==> src/rtl/ldb_pkg.sv <==
package ldb_pkg;

  // Strobes from control to datapath
  typedef struct packed {
    logic capture;   // store a new line and reset the beat counter
    logic advance;   // current beat acknowledged, move to next offset
  } ldbStrobe_t;

  typedef enum logic [1:0] {
    ST_EMPTY = 2'd0,
    ST_WAIT  = 2'd1,
    ST_DRAIN = 2'd2
  } ldbState_t;

endpackage

==> src/rtl/ldb_datapath.sv <==
module ldb_datapath
  import ldb_pkg::*;
#(
  parameter int ADDR_W   = 32,
  parameter int WORD_W   = 32,
  parameter int WORDS    = 4,
  parameter int ZERO_TOP = 3,
  localparam int OFS_W   = $clog2(WORDS),
  localparam int BYTE_W  = $clog2(WORD_W / 8),
  localparam int LINE_W  = ADDR_W - OFS_W - BYTE_W
) (
  input  logic                    clk,
  input  logic                    rstN,
  input  ldbStrobe_t              strobe,
  input  logic [LINE_W-1:0]       loadLineAddr,
  input  logic [OFS_W-1:0]        loadStartOfs,
  input  logic [WORDS*WORD_W-1:0] loadData,
  output logic [ADDR_W-1:0]       memWrAddr,
  output logic [WORD_W-1:0]       memWrData,
  output logic                    lastBeat
);

  localparam logic [ADDR_W-1:0] KEEP_MASK = {ADDR_W{1'b1}} >> ZERO_TOP;
  localparam logic [OFS_W-1:0]  LAST_CNT  = OFS_W'(WORDS - 1);

  logic [LINE_W-1:0] lineReg;
  logic [OFS_W-1:0]  startReg;
  logic [OFS_W-1:0]  beatCnt;
  logic [OFS_W-1:0]  curOfs;
  logic [WORD_W-1:0] wordReg [WORDS];
  logic [ADDR_W-1:0] rawAddr;

  // Line address, start offset and beat counter
  always_ff @(posedge clk or negedge rstN) begin
    if (!rstN) begin
      lineReg  <= '0;
      startReg <= '0;
      beatCnt  <= '0;
    end else if (strobe.capture) begin
      lineReg  <= loadLineAddr;
      startReg <= loadStartOfs;
      beatCnt  <= '0;
    end else if (strobe.advance) begin
      beatCnt  <= beatCnt + OFS_W'(1);
    end
  end

  // One storage register per longword
  for (genvar w = 0; w < WORDS; w++) begin : g_word
    always_ff @(posedge clk or negedge rstN) begin
      if (!rstN) begin
        wordReg[w] <= '0;
      end else if (strobe.capture) begin
        wordReg[w] <= loadData[w*WORD_W +: WORD_W];
      end
    end
  end

  // Wrap-around offset: modulo arithmetic by the counter width
  always_comb begin
    curOfs    = startReg + beatCnt;
    rawAddr   = {lineReg, curOfs, BYTE_W'(0)};
    memWrAddr = rawAddr & KEEP_MASK;
    memWrData = wordReg[curOfs];
    lastBeat  = (beatCnt == LAST_CNT);
  end


  offset_step_chk: assert property (@(posedge clk) disable iff (!rstN)
    strobe.advance && !lastBeat |=> curOfs == $past(curOfs) + OFS_W'(1));

endmodule

==> src/rtl/ldb_control.sv <==
module ldb_control
  import ldb_pkg::*;
(
  input  logic       clk,
  input  logic       rstN,
  input  logic       loadValid,
  input  logic       fillDone,
  input  logic       memWrAck,
  input  logic       lastBeat,
  output ldbStrobe_t strobe,
  output logic       busy,
  output logic       loadReady,
  output logic       memWrValid
);

  ldbState_t state, stateNext;

  always_comb begin
    stateNext      = state;
    strobe.capture = 1'b0;
    strobe.advance = 1'b0;
    unique case (state)
      ST_EMPTY: begin
        if (loadValid) begin
          strobe.capture = 1'b1;
          stateNext      = ST_WAIT;
        end
      end
      ST_WAIT: begin
        if (fillDone) stateNext = ST_DRAIN;
      end
      ST_DRAIN: begin
        if (memWrAck) begin
          strobe.advance = 1'b1;
          if (lastBeat) stateNext = ST_EMPTY;
        end
      end
      default: stateNext = ST_EMPTY;
    endcase
  end

  always_ff @(posedge clk or negedge rstN) begin
    if (!rstN) state <= ST_EMPTY;
    else       state <= stateNext;
  end

  always_comb begin
    busy       = (state != ST_EMPTY);
    loadReady  = (state == ST_EMPTY);
    memWrValid = (state == ST_DRAIN);
  end


  no_early_drain_chk: assert property (@(posedge clk) disable iff (!rstN)
    state == ST_WAIT && !fillDone |=> !memWrValid);


  last_ack_frees_chk: assert property (@(posedge clk) disable iff (!rstN)
    memWrValid && memWrAck && lastBeat |=> !busy && loadReady);


  idle_ack_ignored_chk: assert property (@(posedge clk) disable iff (!rstN)
    !busy && !loadValid |=> !busy);

endmodule

==> src/rtl/line_drain_buffer.sv <==
module line_drain_buffer
  import ldb_pkg::*;
#(
  parameter int ADDR_W   = 32,
  parameter int WORD_W   = 32,
  parameter int WORDS    = 4,
  parameter int ZERO_TOP = 3,
  localparam int OFS_W   = $clog2(WORDS),
  localparam int BYTE_W  = $clog2(WORD_W / 8),
  localparam int LINE_W  = ADDR_W - OFS_W - BYTE_W
) (
  input  logic                    clk,
  input  logic                    rstN,
  input  logic                    loadValid,
  input  logic [LINE_W-1:0]       loadLineAddr,
  input  logic [OFS_W-1:0]        loadStartOfs,
  input  logic [WORDS*WORD_W-1:0] loadData,
  output logic                    loadReady,
  input  logic                    fillDone,
  output logic                    busy,
  output logic                    memWrValid,
  output logic [ADDR_W-1:0]       memWrAddr,
  output logic [WORD_W-1:0]       memWrData,
  input  logic                    memWrAck
);

  ldbStrobe_t strobe;
  logic       lastBeat;

  ldb_control u_control (
    .clk        (clk),
    .rstN       (rstN),
    .loadValid  (loadValid),
    .fillDone   (fillDone),
    .memWrAck   (memWrAck),
    .lastBeat   (lastBeat),
    .strobe     (strobe),
    .busy       (busy),
    .loadReady  (loadReady),
    .memWrValid (memWrValid)
  );

  ldb_datapath #(
    .ADDR_W   (ADDR_W),
    .WORD_W   (WORD_W),
    .WORDS    (WORDS),
    .ZERO_TOP (ZERO_TOP)
  ) u_datapath (
    .clk          (clk),
    .rstN         (rstN),
    .strobe       (strobe),
    .loadLineAddr (loadLineAddr),
    .loadStartOfs (loadStartOfs),
    .loadData     (loadData),
    .memWrAddr    (memWrAddr),
    .memWrData    (memWrData),
    .lastBeat     (lastBeat)
  );


  hold_while_stalled_chk: assert property (@(posedge clk) disable iff (!rstN)
    memWrValid && !memWrAck |=> memWrValid && $stable(memWrAddr) && $stable(memWrData));


  top_bits_zero_chk: assert property (@(posedge clk) disable iff (!rstN)
    memWrValid |-> memWrAddr[ADDR_W-1 -: ZERO_TOP] == '0 && memWrAddr[BYTE_W-1:0] == '0);


  load_goes_busy_chk: assert property (@(posedge clk) disable iff (!rstN)
    loadValid && loadReady |=> busy && !memWrValid);


  ready_mirror_chk: assert property (@(posedge clk) disable iff (!rstN)
    loadReady != busy);

endmodule

==> config.mk <==
export PLATFORM = sky130hd
export DESIGN_NAME = line_drain_buffer
export DESIGN_NICKNAME = d
export VERILOG_FILES = /design/src/rtl/ldb_pkg.sv /design/src/rtl/ldb_datapath.sv /design/src/rtl/ldb_control.sv /design/src/rtl/line_drain_buffer.sv
export SDC_FILE = /design/constraint.sdc
export NUM_CORES = 1
export LEC_CHECK = 0
export BUFFER_PORTS_ARGS = -buffer_cell sky130_fd_sc_hd__buf_4
export CAP_MARGIN = 0
export CORE_MARGIN = 10
export CORE_UTILIZATION = 50
export CTS_BUF_LIST = sky130_fd_sc_hd__clkbuf_8
export DETAILED_ROUTE_END_ITERATION = 7
export HOLD_SLACK_MARGIN = 0.02
export PLACE_DENSITY_LB_ADDON = 0.12
export SYNTH_ARGS = -nofsm -noshare
export SYNTH_HDL_FRONTEND = slang
export SYNTH_SLANG_ARGS = --single-unit
==> constraint.sdc <==
create_clock -name clk -period 6.75 [get_ports clk]
set_clock_uncertainty 0.05 [all_clocks]
set_input_delay 2.025 -clock clk [delete_from_list [all_inputs] [get_ports clk]]
set_output_delay 2.025 -clock clk [all_outputs]
set_load 0.05 [all_outputs]
==> flow_summary_export.csv, run 1 <==
group,metric,value,unit
grt,grt_first_pass_wirelength,27.1,mm
clocking,h-tree-depth,4,
critical_path,worst-setup-path-type,"reg2out",
grt,grt_use_met1,20.8,%
detailed_routing,drt-pass1-iter-count,4,
layout,nets,841,
timing,hold_viol,0,
timing,max_slew_margin,23.2,%
timing,clock.fmax,204,MHz
timing,finalCritPeriodShare,72.6,%
critical_path,cp-end-kind,"primary output",
run,cap_violations,0,
placed_design,port_buffers,221,
timing,fin_crit,4.90,ns
critical_path,rr_worst_depth,4,
grt,grtUsageTotal,16.9,%
layout,drive_gt1_share,60.2,%
layout,layout_commonest_cell,"buf_4",
timing,grt_setup_unrepaired,"no",
die,die_h,143,um
detailed_routing,drc_errors,0,
layout,area_growth,27.1,%
critical_path,cp_cell_sequence,"ha_2 > xnor3_4 > mux2i_1 > mux2i_1 > buf_4",
critical_path,worstPathArrival,2.83,ns
grt,antenna_found_initial,0,
clocking,cts_root_buffer,"clkbuf_8",
clocking,cts_buffers,17,
logic_synthesis,ys_warn_count,0,
timing,setup_viol,0,
placed_design,placed_area,9260,um2
detailed_routing,post_drt_wl_per_cell,19.5,um
placed_design,dp_hpwl,12.1,mm
critical_path,path_max_fanout,64,
timing,tns,0,ns
placed_design,gp_congestion,0.765,
critical_path,cp_slowest_cell,"xnor3_4",
die,start_util,50.5,%
critical_path,regToRegSetupSlack,4.12,ns
layout,regArea,3980,um2
clocking,cts_tree,"built",
die,die_x,143,um
timing,worst_pin_slew,1.15,ns
worst_hold_path,min_to,"u_datapath.wordReg[117]$_DFFE_PN0P_",
layout,mostFrequentLayoutCells,"223 x buf_4, 159 x dfrtp_1, 128 x mux2_4",
outcome,outcome,"completed",
layout,fin_area,9670,um2
logic_synthesis,synth.area.top_cells,"dfrtp_1 52%, mux2_4 25%, mux2i_1 12%",
grt,first_global_vias,4993,
logic_synthesis,synth.distinct_cells,23,
grt,grt_max_degree,121,
die,io_pins,230,
critical_path,cp_slowest_stage_delay,1.05,ns
logic_synthesis,synthCells,462,
grt,grtUsageMet3,7.69,%
critical_path,timing.rr.start,"u_control.state[1]$_DFFE_PN0P_",
layout,final_core_util,64.1,%
grt,gr-total-overflow,0,
clocking,ctsResizeCount,0,
logic_synthesis,netlist_area,7610,um2
grt,busiest_layer,"met2",
critical_path,critPathRequiredTime,4.68,ns
detailed_routing,final_antenna_net_count,0,
logic_synthesis,syn_area_per_cell,16.5,um2
layout,fill_cells,1159,
die,die-area,20600,um2
die,rows,45,
timing,finalMaxSlewViolations,0,
critical_path,critPathMostFrequentCell,"mux2i_1",
detailed_routing,drt_iter0_markers,163,
clocking,cts_setup_buffers,0,
die,coreArea,15100,um2
detailed_routing,drt-total-wl,17.1,mm
worst_hold_path,hold_path_depth,1,
layout,multiInputGateArea,3330,um2
logic_synthesis,synth_top_area_cell,"dfrtp_1",
layout,antennaDiodeCount,0,
logic_synthesis,synth_seq_cells,159,
worst_hold_path,hp-class,"reg2reg",
clocking,clkTransAtPathRegs,0.08,ns
critical_path,worstReg2RegEnd,"u_datapath.wordReg[5]$_DFFE_PN0P_",
clocking,clock_sinks,159,
logic_synthesis,synth_top_area_share,52.3,%
detailed_routing,num_vias,4433,
critical_path,start_kind,"register",
clocking,clock_path_buffers,2,
worst_hold_path,hold_start,"u_datapath.wordReg[117]$_DFFE_PN0P_",
clocking,clk_latency,0.44,ns
logic_synthesis,ys_seq_area_share,52.3,%
detailed_routing,vias_per_cell,5.05,
grt,grtUsageMet2,25.9,%
clocking,cts_hold_buf,0,
## final cells by class
type / count / area share, %
flip-flops and latches: 159 / 41.1
multi-input cells: 271 / 34.5
repair buffers: 225 / 17.6
clock buffers: 22 / 3.13
well taps: 188 / 2.43
clock inverters: 10 / 1.15
inverters: 2 / 0.0776
## cells by family (layout without fill, tap and decap cells)
family                   after synthesis  in the layout  share of synthesized area [%]
other                                  1              5                         0.0493
AO/OA/AOI/OAI                          3              3                          0.197
XOR/XNOR                               2              2                          0.411
adder cells (fa/ha/maj)                2              2                          0.329
multiplexers                         250            250                           41.9
AND/OR/NAND/NOR                        9              9                          0.592
flip-flops                           159            159                           52.3
buffers and inverters                 36            259                           4.27
## worst max-delay path, delay by kind of cell (launching register included)
kind / cells / cell delay, ns
XOR/XNOR: 1 / 1.05
adder cells (fa/ha/maj): 1 / 0.20
buffers and inverters: 1 / 0.24
flip-flops: 1 / 0.42
multiplexers: 2 / 0.42
## through the flow
step	std cells	hold slack [ns]	setup slack, ns
2_1_floorplan	466	0.426	2.05
3_3_place_gp	845	0.439	2.33
3_5_place_dp	845	0.441	2.29
4_1_cts	877	0.465	1.79
5_1_grt	877	0.475	1.68
6_report	877	0.462	1.85
## how the worst max path moves through the flow
stage	from	to	slack, ns	depth (start not counted)
CTS	u_datapath.beatCnt[0]$_DFFE_PN0P_	memWrData[20]	1.79	5
floorplan	u_datapath.beatCnt[0]$_DFFE_PN0P_	memWrData[0]	2.05	4
global placement	u_datapath.beatCnt[0]$_DFFE_PN0P_	memWrData[27]	2.33	5
detailed placement	u_datapath.beatCnt[0]$_DFFE_PN0P_	memWrData[20]	2.29	5
finish	u_datapath.beatCnt[0]$_DFFE_PN0P_	memWrData[20]	1.85	5
global route	u_datapath.beatCnt[0]$_DFFE_PN0P_	memWrData[20]	1.68	5
## synthesized netlist by cell type
library cell	instances
xnor3_1	1
xor2_1	1
conb_1	1
nor2_1	3
and2_1	1
clkbuf_1	3
inv_1	2
o21ai_0	2
mux4_2	1
buf_4	6
dfrtp_1	159
buf_1	1
mux2i_1	94
buf_6	22
nand3b_1	1
nand2_1	2
mux2_2	27
mux2_4	128
ha_1	2
nor2b_1	1
a21oi_1	1
nor2_2	1
buf_2	2
## registers in the layout, summed over array words and instances (netlist names)
name	flops
u_control.state	2
u_datapath.beatCnt	2
u_datapath.lineReg	25
u_datapath.startReg	2
u_datapath.wordReg	128
## layer usage
layer	share of wire, %	vias up
met5	0	-
met2	47	149
met3	9.6	19
met1	42	2210
li1	-	2055
met4	1.2	0
Power of run 1 is left out: the tool's default activity adds up to more than one toggle a clock period on the data nets, which glitch-free logic cannot reach.
==> inputs of run 2 (changes only) <==
==> constraint.sdc (replaced) <==
create_clock -name clk -period 4.8 [get_ports clk]
set_clock_uncertainty 0.05 [all_clocks]
set_input_delay 1.44 -clock clk [delete_from_list [all_inputs] [get_ports clk]]
set_output_delay 1.44 -clock clk [all_outputs]
set_load 0.05 [all_outputs]
==> run 2 against run 1 <==
Non-clock buffer count grew 3; sequential cell count unchanged; first-iteration DRC count is 24% higher; final cell count is 0.23% higher; critical path depth increased by 1; count of clock-buffer cells in the layout down 3; register-to-register slack worse by 1.6 ns; via count rose by 1.1%; sequential share of layout area is 0.22 points lower; setup slack got worse by 1.2 ns; hold slack got worse by 0.0011 ns; die area did not move.
==> flow_summary_export.csv, run 2 (synthesis results as in run 1) <==
group,metric,value,unit
die,die_h,143,um
run,cap_violations,0,
clocking,clock_sinks,159,
timing,grt_setup_unrepaired,"no",
detailed_routing,drt-total-wl,17.3,mm
grt,antenna_found_initial,0,
layout,largest_reg_flops,128,
worst_hold_path,hold_path_depth,1,
layout,top_register,"u_datapath.wordReg",
outcome,outcome,"completed",
timing,fin_crit,4.19,ns
layout,stdcell_count,879,
clocking,cts_hold_buf,0,
layout,largestRegisters,"u_datapath.wordReg (128), u_datapath.lineReg (25)",
layout,layout_commonest_cell,"buf_4",
die,die-area,20600,um2
layout,area_growth,27.8,%
critical_path,worstPathArrival,2.70,ns
timing,worst_pin_slew,0.811,ns
detailed_routing,vias_per_cell,5.10,
layout,mostFrequentLayoutCells,"223 x buf_4, 159 x dfrtp_1, 128 x mux2_4",
grt,grtUsageMet2,26.0,%
grt,gr-total-overflow,0,
timing,finalCritPeriodShare,87.4,%
grt,busiest_layer,"met2",
grt,grt_first_pass_wirelength,27.3,mm
detailed_routing,final_antenna_net_count,0,
layout,antennaDiodeCount,0,
die,rows,45,
timing,hold_viol,0,
critical_path,rr_worst_depth,4,
layout,drive_gt1_share,60.3,%
timing,tns,0,ns
grt,grtUsageMet3,7.82,%
die,start_util,50.5,%
placed_design,port_buffers,221,
timing,clock.fmax,238,MHz
detailed_routing,drt_iter0_markers,202,
critical_path,regToRegSetupSlack,2.48,ns
placed_design,gp_congestion,0.794,
critical_path,path_max_fanout,34,
clocking,clk_latency,0.44,ns
timing,max_slew_margin,45.9,%
worst_hold_path,hp-class,"reg2reg",
worst_hold_path,min_to,"u_datapath.wordReg[9]$_DFFE_PN0P_",
placed_design,dp_hpwl,12.3,mm
detailed_routing,num_vias,4481,
clocking,clock_path_buffers,2,
clocking,ctsResizeCount,0,
die,die_x,143,um
clocking,h-tree-depth,4,
clocking,cts_tree,"built",
detailed_routing,drt-pass1-iter-count,4,
die,io_pins,230,
critical_path,timing.rr.start,"u_control.state[1]$_DFFE_PN0P_",
clocking,cts_buffers,17,
grt,grt_max_degree,90,
clocking,clkTransAtPathRegs,0.08,ns
layout,nets,844,
timing,setup_viol,0,
critical_path,worst-setup-path-type,"reg2out",
detailed_routing,post_drt_wl_per_cell,19.6,um
placed_design,dp.cells,848,
detailed_routing,drc_errors,0,
die,coreArea,15100,um2
grt,first_global_vias,5054,
worst_hold_path,hold_start,"u_datapath.wordReg[9]$_DFFE_PN0P_",
critical_path,cp-end-kind,"primary output",
clocking,cts_setup_buffers,0,
critical_path,start_kind,"register",
grt,grtUsageTotal,16.9,%
critical_path,critPathRequiredTime,3.31,ns
clocking,cts_root_buffer,"clkbuf_8",
grt,grt_use_met1,20.8,%
timing,finalMaxSlewViolations,0,
critical_path,worstReg2RegEnd,"u_datapath.wordReg[3]$_DFFE_PN0P_",
-- run 2: metrics by stage --
step	hold WS [ns]	setup WS, ns	instance area, um2	utilization, %
global route	0.473	0.483	9730	64.5
floorplan	0.426	0.689	7630	-
detailed placement	0.444	1.06	9320	61.8
CTS	0.464	0.557	9730	64.5
finish	0.461	0.606	9730	64.5
global placement	0.439	1.10	9320	61.8
-- run 2: metal layers --
metal | wire length, um | vias to the layer above
li1 | - | 2059
met1 | 7320 | 2261
met2 | 8100 | 145
met3 | 1630 | 16
met4 | 201 | 0
met5 | 0 | -
-- run 2: worst max path at each step --
| stage | endpoint | slack [ns] | start | cells past startpoint |
|---|---|---|---|---|
| CTS | memWrData[6] | 0.56 | u_datapath.beatCnt[0]$_DFFE_PN0P_ | 6 |
| global route | memWrData[6] | 0.48 | u_datapath.beatCnt[0]$_DFFE_PN0P_ | 6 |
| floorplan | memWrData[0] | 0.69 | u_datapath.beatCnt[0]$_DFFE_PN0P_ | 4 |
| global placement | memWrData[20] | 1.10 | u_datapath.beatCnt[0]$_DFFE_PN0P_ | 6 |
| detailed placement | memWrData[6] | 1.06 | u_datapath.beatCnt[0]$_DFFE_PN0P_ | 6 |
| finish | memWrData[6] | 0.61 | u_datapath.beatCnt[0]$_DFFE_PN0P_ | 6 |
-- run 2: critical path, stage by stage (launching register included) --
cell	delay, ns
dfrtp_1	0.41
ha_2	0.20
xnor3_4	0.68
buf_12	0.34
mux2i_1	0.12
mux2i_1	0.24
buf_4	0.25
-- run 2: cell type report --
cell class	instances	area, um2
Tap cell	188	235
Sequential cell	159	3980
Fill cell	1151	5360
Clock buffer	19	262
Timing Repair Buffer	228	1770
Clock inverter	12	145
Inverter	2	7.51
Multi-Input combinational cell	271	3330
Power of run 2 is left out for the same reason.
